$ cat config.mk
export PLATFORM = sky130hd
export DESIGN_NAME = calc_core
export DESIGN_NICKNAME = d
export VERILOG_FILES = /design/src/rtl/calc_pkg.sv /design/src/rtl/calc_ctrl.sv /design/src/rtl/calc_opregs.sv /design/src/rtl/calc_alu.sv /design/src/rtl/calc_core.sv
export SDC_FILE = /design/constraint.sdc
export NUM_CORES = 1
export LEC_CHECK = 0
export ABC_AREA = 1
export BUFFER_PORTS_ARGS = -buffer_cell sky130_fd_sc_hd__buf_2
export CAP_MARGIN = 20
export CORE_MARGIN = 2
export CORE_UTILIZATION = 53
export DETAILED_ROUTE_END_ITERATION = 6
export PLACE_DENSITY = 0.83
export SKIP_CTS_REPAIR_TIMING = 1
export SLEW_MARGIN = 5
export SYNTH_ARGS = -nofsm -noshare
export SYNTH_HDL_FRONTEND = slang
export SYNTH_SLANG_ARGS = --single-unit
$ cat constraint.sdc
create_clock -name clk -period 2.2 [get_ports clk]
set_clock_uncertainty 0.1 [all_clocks]
set_input_delay 0.22 -clock clk [delete_from_list [all_inputs] [get_ports clk]]
set_output_delay 0.22 -clock clk [all_outputs]
set_load 0.1 [all_outputs]
$ cat src/rtl/calc_pkg.sv
package calc_pkg;
    localparam int unsigned DATA_W = 8;

    typedef enum logic [1:0] {
        FN_PASS_A = 2'b00,
        FN_PASS_B = 2'b01,
        FN_ADD    = 2'b10,
        FN_SUB    = 2'b11
    } alu_fn_e;

    typedef enum logic [1:0] {
        RC_HOLD   = 2'b00,
        RC_LOAD_A = 2'b01,
        RC_LOAD_B = 2'b10
    } reg_ctrl_e;

    typedef enum logic [1:0] {
        ST_IDLE   = 2'b00,
        ST_WAIT_B = 2'b01,
        ST_SUM    = 2'b10,
        ST_DIFF   = 2'b11
    } phase_e;
endpackage

$ cat src/rtl/calc_ctrl.sv
module calc_ctrl
    import calc_pkg::*;
(
    input  logic      clk,
    input  logic      rst,
    input  logic      enter,
    output alu_fn_e   fn,
    output logic      use_live,
    output reg_ctrl_e reg_ctrl
);
    phase_e state, state_nx;

    // next phase
    always_comb begin
        state_nx = state;
        if (enter) begin
            unique case (state)
                ST_IDLE:   state_nx = ST_WAIT_B;
                ST_WAIT_B: state_nx = ST_SUM;
                ST_SUM:    state_nx = ST_DIFF;
                ST_DIFF:   state_nx = ST_SUM;
            endcase
        end
    end

    // state register
    always_ff @(posedge clk) begin
        if (rst) state <= ST_IDLE;
        else     state <= state_nx;
    end

    // outputs: function select is Moore, load strobe qualified by enter
    always_comb begin
        fn       = FN_PASS_B;
        use_live = 1'b1;
        reg_ctrl = RC_HOLD;
        unique case (state)
            ST_IDLE: begin
                if (enter) reg_ctrl = RC_LOAD_A;
            end
            ST_WAIT_B: begin
                if (enter) reg_ctrl = RC_LOAD_B;
            end
            ST_SUM: begin
                fn       = FN_ADD;
                use_live = 1'b0;
            end
            ST_DIFF: begin
                fn       = FN_SUB;
                use_live = 1'b0;
            end
        endcase
    end

    // press while waiting for B lands in the sum phase
    a_r4_waitb_to_sum: assert property (@(posedge clk) disable iff (rst)
        (state == ST_WAIT_B && enter) |=> state == ST_SUM);
    // press in the sum phase selects the difference
    a_r6_sum_to_diff: assert property (@(posedge clk) disable iff (rst)
        (state == ST_SUM && enter) |=> state == ST_DIFF);
    // press in the difference phase returns to the sum
    a_r7_diff_to_sum: assert property (@(posedge clk) disable iff (rst)
        (state == ST_DIFF && enter) |=> state == ST_SUM);
    // no press, no phase change
    a_r8_phase_hold: assert property (@(posedge clk) disable iff (rst)
        !enter |=> $stable(state));
endmodule

$ cat src/rtl/calc_opregs.sv
module calc_opregs
    import calc_pkg::*;
#(
    parameter int unsigned W = DATA_W
)(
    input  logic         clk,
    input  logic         rst,
    input  reg_ctrl_e    reg_ctrl,
    input  logic [W-1:0] din,
    output logic [W-1:0] op_a,
    output logic [W-1:0] op_b
);
    logic [W-1:0] op_a_nx, op_b_nx;

    // next-value logic: at most one operand takes the input word
    always_comb begin
        op_a_nx = op_a;
        op_b_nx = op_b;
        unique case (reg_ctrl)
            RC_LOAD_A: op_a_nx = din;
            RC_LOAD_B: op_b_nx = din;
            default:   ;
        endcase
    end

    always_ff @(posedge clk) begin
        if (rst) begin
            op_a <= '0;
            op_b <= '0;
        end else begin
            op_a <= op_a_nx;
            op_b <= op_b_nx;
        end
    end

    // never both operands change on one edge outside reset
    a_r9_single_load: assert property (@(posedge clk) disable iff (rst)
        1'b1 |=> !((op_a != $past(op_a)) && (op_b != $past(op_b))));
endmodule

$ cat src/rtl/calc_alu.sv
module calc_alu
    import calc_pkg::*;
#(
    parameter int unsigned W = DATA_W
)(
    input  alu_fn_e      fn,
    input  logic [W-1:0] a,
    input  logic [W-1:0] b,
    output logic [W-1:0] y,
    output logic         neg,
    output logic         carry
);
    logic [W:0] sum_ext, dif_ext;

    assign sum_ext = {1'b0, a} + {1'b0, b};
    assign dif_ext = {1'b0, a} - {1'b0, b};

    always_comb begin
        y     = a;
        neg   = 1'b0;
        carry = 1'b0;
        unique case (fn)
            FN_PASS_A: y = a;
            FN_PASS_B: y = b;
            FN_ADD: begin
                y     = sum_ext[W-1:0];
                carry = sum_ext[W];
            end
            FN_SUB: begin
                y   = dif_ext[W-1:0];
                neg = dif_ext[W];
            end
        endcase
    end
endmodule

$ cat src/rtl/calc_core.sv
module calc_core
    import calc_pkg::*;
#(
    parameter int unsigned W = DATA_W
)(
    input  logic         clk,
    input  logic         rst,
    input  logic         enter,
    input  logic [W-1:0] switches,
    output logic [W-1:0] result,
    output logic         neg_flag,
    output logic         carry_flag
);
    alu_fn_e      fn;
    reg_ctrl_e    reg_ctrl;
    logic         use_live;
    logic [W-1:0] op_a, op_b, alu_b;

    calc_ctrl u_ctrl (
        .clk      (clk),
        .rst      (rst),
        .enter    (enter),
        .fn       (fn),
        .use_live (use_live),
        .reg_ctrl (reg_ctrl)
    );

    calc_opregs #(.W(W)) u_regs (
        .clk      (clk),
        .rst      (rst),
        .reg_ctrl (reg_ctrl),
        .din      (switches),
        .op_a     (op_a),
        .op_b     (op_b)
    );

    // the switch word reaches the output through the pass-B path
    assign alu_b = use_live ? switches : op_b;

    calc_alu #(.W(W)) u_alu (
        .fn    (fn),
        .a     (op_a),
        .b     (alu_b),
        .y     (result),
        .neg   (neg_flag),
        .carry (carry_flag)
    );

    // carry only while the sum is selected
    a_r5_carry_on_add: assert property (@(posedge clk) disable iff (rst)
        carry_flag |-> fn == FN_ADD);
    // negative only while the difference is selected
    a_r6_neg_on_sub: assert property (@(posedge clk) disable iff (rst)
        neg_flag |-> fn == FN_SUB);
    // live phases show the switches unflagged
    a_r2_live_path: assert property (@(posedge clk) disable iff (rst)
        use_live |-> (result == switches && !neg_flag && !carry_flag));
    // reset wins over a coincident press
    a_r10_reset_first: assert property (@(posedge clk)
        rst |=> (result == switches && !neg_flag && !carry_flag));
endmodule

Word level (Yosys, flattened, before mapping)

Cells that the tools add are included.
W data, S select, Z words.

Register bits after elaboration: 18
Input bits: 11
Output and inout bits: 10
Logic and storage cells: 26

Add/subtract/negate cells: 2
Equal/unequal tests: 8
Mux-type cells: 9
Reduce and logical (&&, ||, !) cells: 4

Operators by type and width:

| operator             | number |
|---|---|
| $pmux W8 S4          | 1 |
| $eq A2 B2 Y1 const B | 5 |
| $add A8 B8 Y9        | 1 |
| $sub A8 B8 Y9        | 1 |
| $mux W8              | 1 |
| $pmux W2 S2          | 2 |
| $eq A2 B1 Y1 const B | 3 |
| $pmux W2 S3          | 1 |
| $logic_not A2 Y1     | 2 |
| $reduce_or A2 Y1     | 2 |
| $mux W1              | 3 |
| $mux W2              | 1 |

Logic depth before layout (Yosys ltp)

Word-level depth: 5
Depth in mapped cells: 13
Depth with buffers taken out: 13

By module

Synthesis repeated with hierarchy kept, for this count alone.

Cells, all modules: 312
Area total of the unflattened synthesis: 1860.5 µm²

Modules (own cells, without submodules):

| module      | instances | cells an instance | area each (µm²) | sequential area each (µm²) |
|---|---|---|---|---|
| calc_alu    | 1         | 176               | 957.2           | 0.0 |
| calc_opregs | 1         | 96                | 709.4           | 320.3 |
| calc_core   | 1         | 26                | 105.1           | 0.0 |
| calc_ctrl   | 1         | 14                | 88.8            | 40.0 |

Worst setup path before layout

OpenSTA, ideal clock, no wires.

Path kind: reg-to-output
Start: reg u_ctrl.state[1]
End: out neg_flag
Data arrival time: 3.342 ns
Required time: 1.880 ns
Path slack: -1.462 ns
Stages on the path, launching flop included: 12
Buffers on the path: 1
Cells stage by stage: dfxtp_1 > buf_4 > nor2_1 > a21oi_1 > ha_1 > inv_1 > fa_1 > nand3_1 > nand3_1 > nand2_1 > nand2_1 > a21oi_1

Cells in the longest elaborated chain, start to end: 5
Elaborated cells between the ends (all ways): 8
Those cells by class: add/sub: 1; eq/ne: 3; mux: 3; reduce/logical: 1

Ends and longest elaborated chain:

| element                    | line            | text |
|---|---|---|
| start: declaration         | calc_ctrl.sv:11 | `phase_e state, state_nx;` |
| start signal: assignment   | calc_ctrl.sv:29 | `else state <= state_nx;` |
| $eq A2 B2 Y1               | calc_ctrl.sv:37 | `unique case (state)` |
| $reduce_or A2 Y1 (no line) | -               |  |
| $mux W8                    | calc_core.sv:38 | `assign alu_b = use_live ? switches : op_b;` |
| $sub A8 B8 Y9              | calc_alu.sv:16  | `assign dif_ext = {1'b0, a} - {1'b0, b};` |
| $mux W1 (*)                | calc_alu.sv:22  | `unique case (fn)` |
| end: declaration           | calc_core.sv:11 | `output logic neg_flag,` |

Mark *: on every way between the ends. The rest lies on a longest branch, timed or not.

Worst setup path in the final report

Start: reg u_ctrl.state[1]
End: out result[6]

Cells in the longest elaborated chain, start to end: 5
Elaborated cells between the ends (all ways): 12
Those cells by class: add/sub: 2; eq/ne: 5; mux: 3; reduce/logical: 2

Ends and longest elaborated chain:

| element                                        | line                           | text |
|---|---|---|
| $eq A2 B2 Y1                                   | calc_ctrl.sv:37                |  |
| $reduce_or A2 Y1 (no line)                     | -                              |  |
| $mux W8                                        | calc_core.sv:38                |  |
| $sub A8 B8 Y9 or $add A8 B8 Y9 (tied branches) | calc_alu.sv:16, calc_alu.sv:15 |  |
| $pmux W8 S4 (*)                                | calc_alu.sv:22                 |  |
| end: declaration                               | calc_core.sv:10                | `output logic [W-1:0] result,` |

Marked as above.

==> results.md <==
* Data arrival, critical path at 2300 ps
* Maximum buffer depth of the clock tree at 2
* Switch share at 45.7%
* Number of unique standard cell types used by synthesis at 31
* Clk pwr share at 14.6%
* Failing checks: setup timing
* Share of synthesized area occupied by flip-flops and latches at 21.1%
* GRT Util Overall at 26.6%
* Total Die Area at 0.00369 mm2
* Number of failing hold endpoints at the final stage at 0
* 1st-pass router iterations at 4
* Estimated wirelength of the detail-placed design at 3610 um
* Number of nets in the final layout at 333
* Root cell of the clock tree: clkbuf_4
* Static leakage power at 0.00113 uW
* Share of the cycle needed by the critical path after routing at 119%
* Cells on Worst Hold Path at 3
* Result of the run: complete, but fails checks
* Count of non-filler cells in the finished layout at 345
* Data required time of the worst path at 1880 ps
* Largest area contributor in the synthesized netlist: dfxtp_1
* Post-Synthesis Net Count at 294
* Clock H-tree levels at 1
* Flip-flop cell with the highest count after synthesis: dfxtp_1
* Maximum VDD drop at 0.000512 V
* Unrepaired setup endpoints after global routing: true
* Final Core Density at 80.6%
* Cell internal pwr at 675 uW
* Clk sink count at 18
* CORE AREA at 0.00305 mm2
* Slowest library cell on the worst path: dfxtp_4
* Startpoint type of the worst setup path: register
* Rel. slew slack at 71.5%
* Antenna violations before repair at 0
* Vias in the first global route at 1720
* Global placer's final weighted congestion at 0.955
* Max-cap violations at 0
* Vias after detailed routing at 1916
* Biggest area contributors in the synthesized netlist: dfxtp_1 21%, nand2_1 19%, ha_1 13%
* CTS tree: done
* CP Capture Type: primary output
* Worst min path class: in -> reg
* Number of endpoints failing setup at the final stage at 9
* Number of input and output port buffers inserted at 20
* Avg WL per Cell at 15.6 um
* Number of warnings printed during yosys synthesis at 0
* Count of final max-slew check failures at 0
* Antenna Cells at 0
* Floorplan row count at 20
* Final-layout worst hold slack at 85.4 ps
* I/O pins at 21
* Share of cells above drive strength 1 at 42.5%
* Via density per instance at 5.55
* Synthesized area at 0.00171 mm2
* CP Class: reg -> out
* Global-route congestion overflow total at 0
* Number of flops mapped to enable cells by yosys at 0
* Combinational fraction of design power at 55.3%
* Crit-path cells: nor2_4 > a21oi_4 > ha_2 > fa_2 > nand3_1 > nand3_1 > nand2_1 > nand3_1 > nand3_4 > buf_12
* Syn Inst Count at 263
* Clock transition at path regs at 120 ps
* Final Worst Setup Slack at -420 ps
* DIE HEIGHT at 60.8 um
* Critical Path Max Stage Delay at 410 ps
* Post-synthesis average cell area at 6.49 um2
* Most frequent cell after synthesis: nand2_1
* Horizontal die dimension at 60.8 um
* Most common library cells after synthesis: 86 x nand2_1, 30 x inv_1, 28 x nand3_1
* Fraction of power consumed by sequential logic at 30.1%
* Maximum fanout count along the critical path at 6
* Antenna Nets Post-Route at 0
* Overall power after layout at 1240 uW
* Post-synthesis register bit count at 18
* Drt drc at 0
* Total routed wirelength at 5380 um
* Async SR Flop Fraction at 0%
* Worst slew pin tran at 428 ps
* Wire length of the first global-routing pass at 7470 um
* Worst-Skew Late Latency at 300 ps
* Pwr Density at 505 mW/mm2
* Most numerous cell on the critical path: nand3_1
* Initial Utilization at 55.9%
* R2R depth at 6
* Fin crit period at 2620 ps
* Post-synthesis to final-layout area growth at 44.0%
* Maximum clock frequency at 382 MHz
* Initial drt markers at 146
* Net Sw Power at 567 uW
* Maximum number of pins on one net before global-route repair at 19
* Share of Yosys cell area claimed by the top area cell type at 21.1%
* DP Cell Count at 337
* Layout fillers at 191
* Cts bufs inserted at 3
[through the flow]
step	worst slack, ps	cell area (um2)	TNS [ps]
3_5_place_dp	-101	2220	-411
5_1_grt	-496	2460	-3660
6_report	-420	2460	-2910
3_3_place_gp	-26.2	2220	-46.3
2_1_floorplan	-294	1850	-630
4_1_cts	-444	2250	-3260
[power groups by stage]
stage | sequential [uW] | combinational (uW) | clock (uW)
finish | 374 | 687 | 181
global route | 376 | 731 | 193
global placement | 374 | 585 | 0
floorplan | 370 | 417 | 0
CTS | 368 | 601 | 180
detailed placement | 376 | 598 | 0
[flip-flops by register name, indices dropped and copies added, names as in the netlist]
name	count
u_regs.op_a	8
u_regs.op_b	8
u_ctrl.state	2
[path summary, 6_finish.rpt]
check | start | end | slack, ps
worst min register to register | u_regs.op_b[6] | u_regs.op_b[6] | 370
worst max-delay path | u_ctrl.state[1] | result[6] | -420
worst min-delay path | switches[1] | u_regs.op_b[1] | 90
worst max register to register | u_ctrl.state[1] | u_regs.op_b[0] | 760
[layout by cell type (no fill, tap or decap), drive strengths merged]
cell	synthesis	layout
nand4	5	5
o21ai	3	3
ha	18	18
nand3	28	28
a211oi	1	1
buf	5	39
nor2	12	12
fa	2	2
nor3	1	1
and2	1	1
or2	1	1
o31a	1	1
a221oi	1	1
clkinv	1	1
inv	39	39
clkbuf	1	5
dfxtp	18	18
a21oi	29	29
o21bai	1	1
nand2	95	95
[logic make-up (layout without fill, tap and decap cells)]
logic type,after synthesis,after routing,synth area share [%]
fa+ha+maj,20,20,15.5
buf+inv,46,84,11.2
flops,18,18,21.1
compound gates,36,36,13.7
simple gates,143,143,38.5
[cell type report]
class / instances / area, um2 / area share [%]
Timing Repair Buffer: 40 / 392 / 15.9
Multi-Input combinational cell: 199 / 1460 / 59.4
Clock buffer: 4 / 26.3 / 1.07
Tap cell: 44 / 55.1 / 2.24
Sequential cell: 18 / 364 / 14.8
Inverter: 40 / 163 / 6.61
[metal layers]
layer,vias up,routed length [um],global-route usage (%)
li1,912,-,-
met1,895,2140,35.2
met2,88,2720,46.7
met3,21,335,1.92
met4,0,180,7.45
met5,-,0,0
[worst max-delay path: cells and delay by family (launching register included)]
family | cells | cell delay (ps)
adder cells (fa/ha/maj) | 2 | 610
AO/OA/AOI/OAI | 1 | 60
AND/OR/NAND/NOR | 6 | 740
buffers and inverters | 1 | 170
flip-flops | 1 | 410
Power figures use the tool's default switching activity.
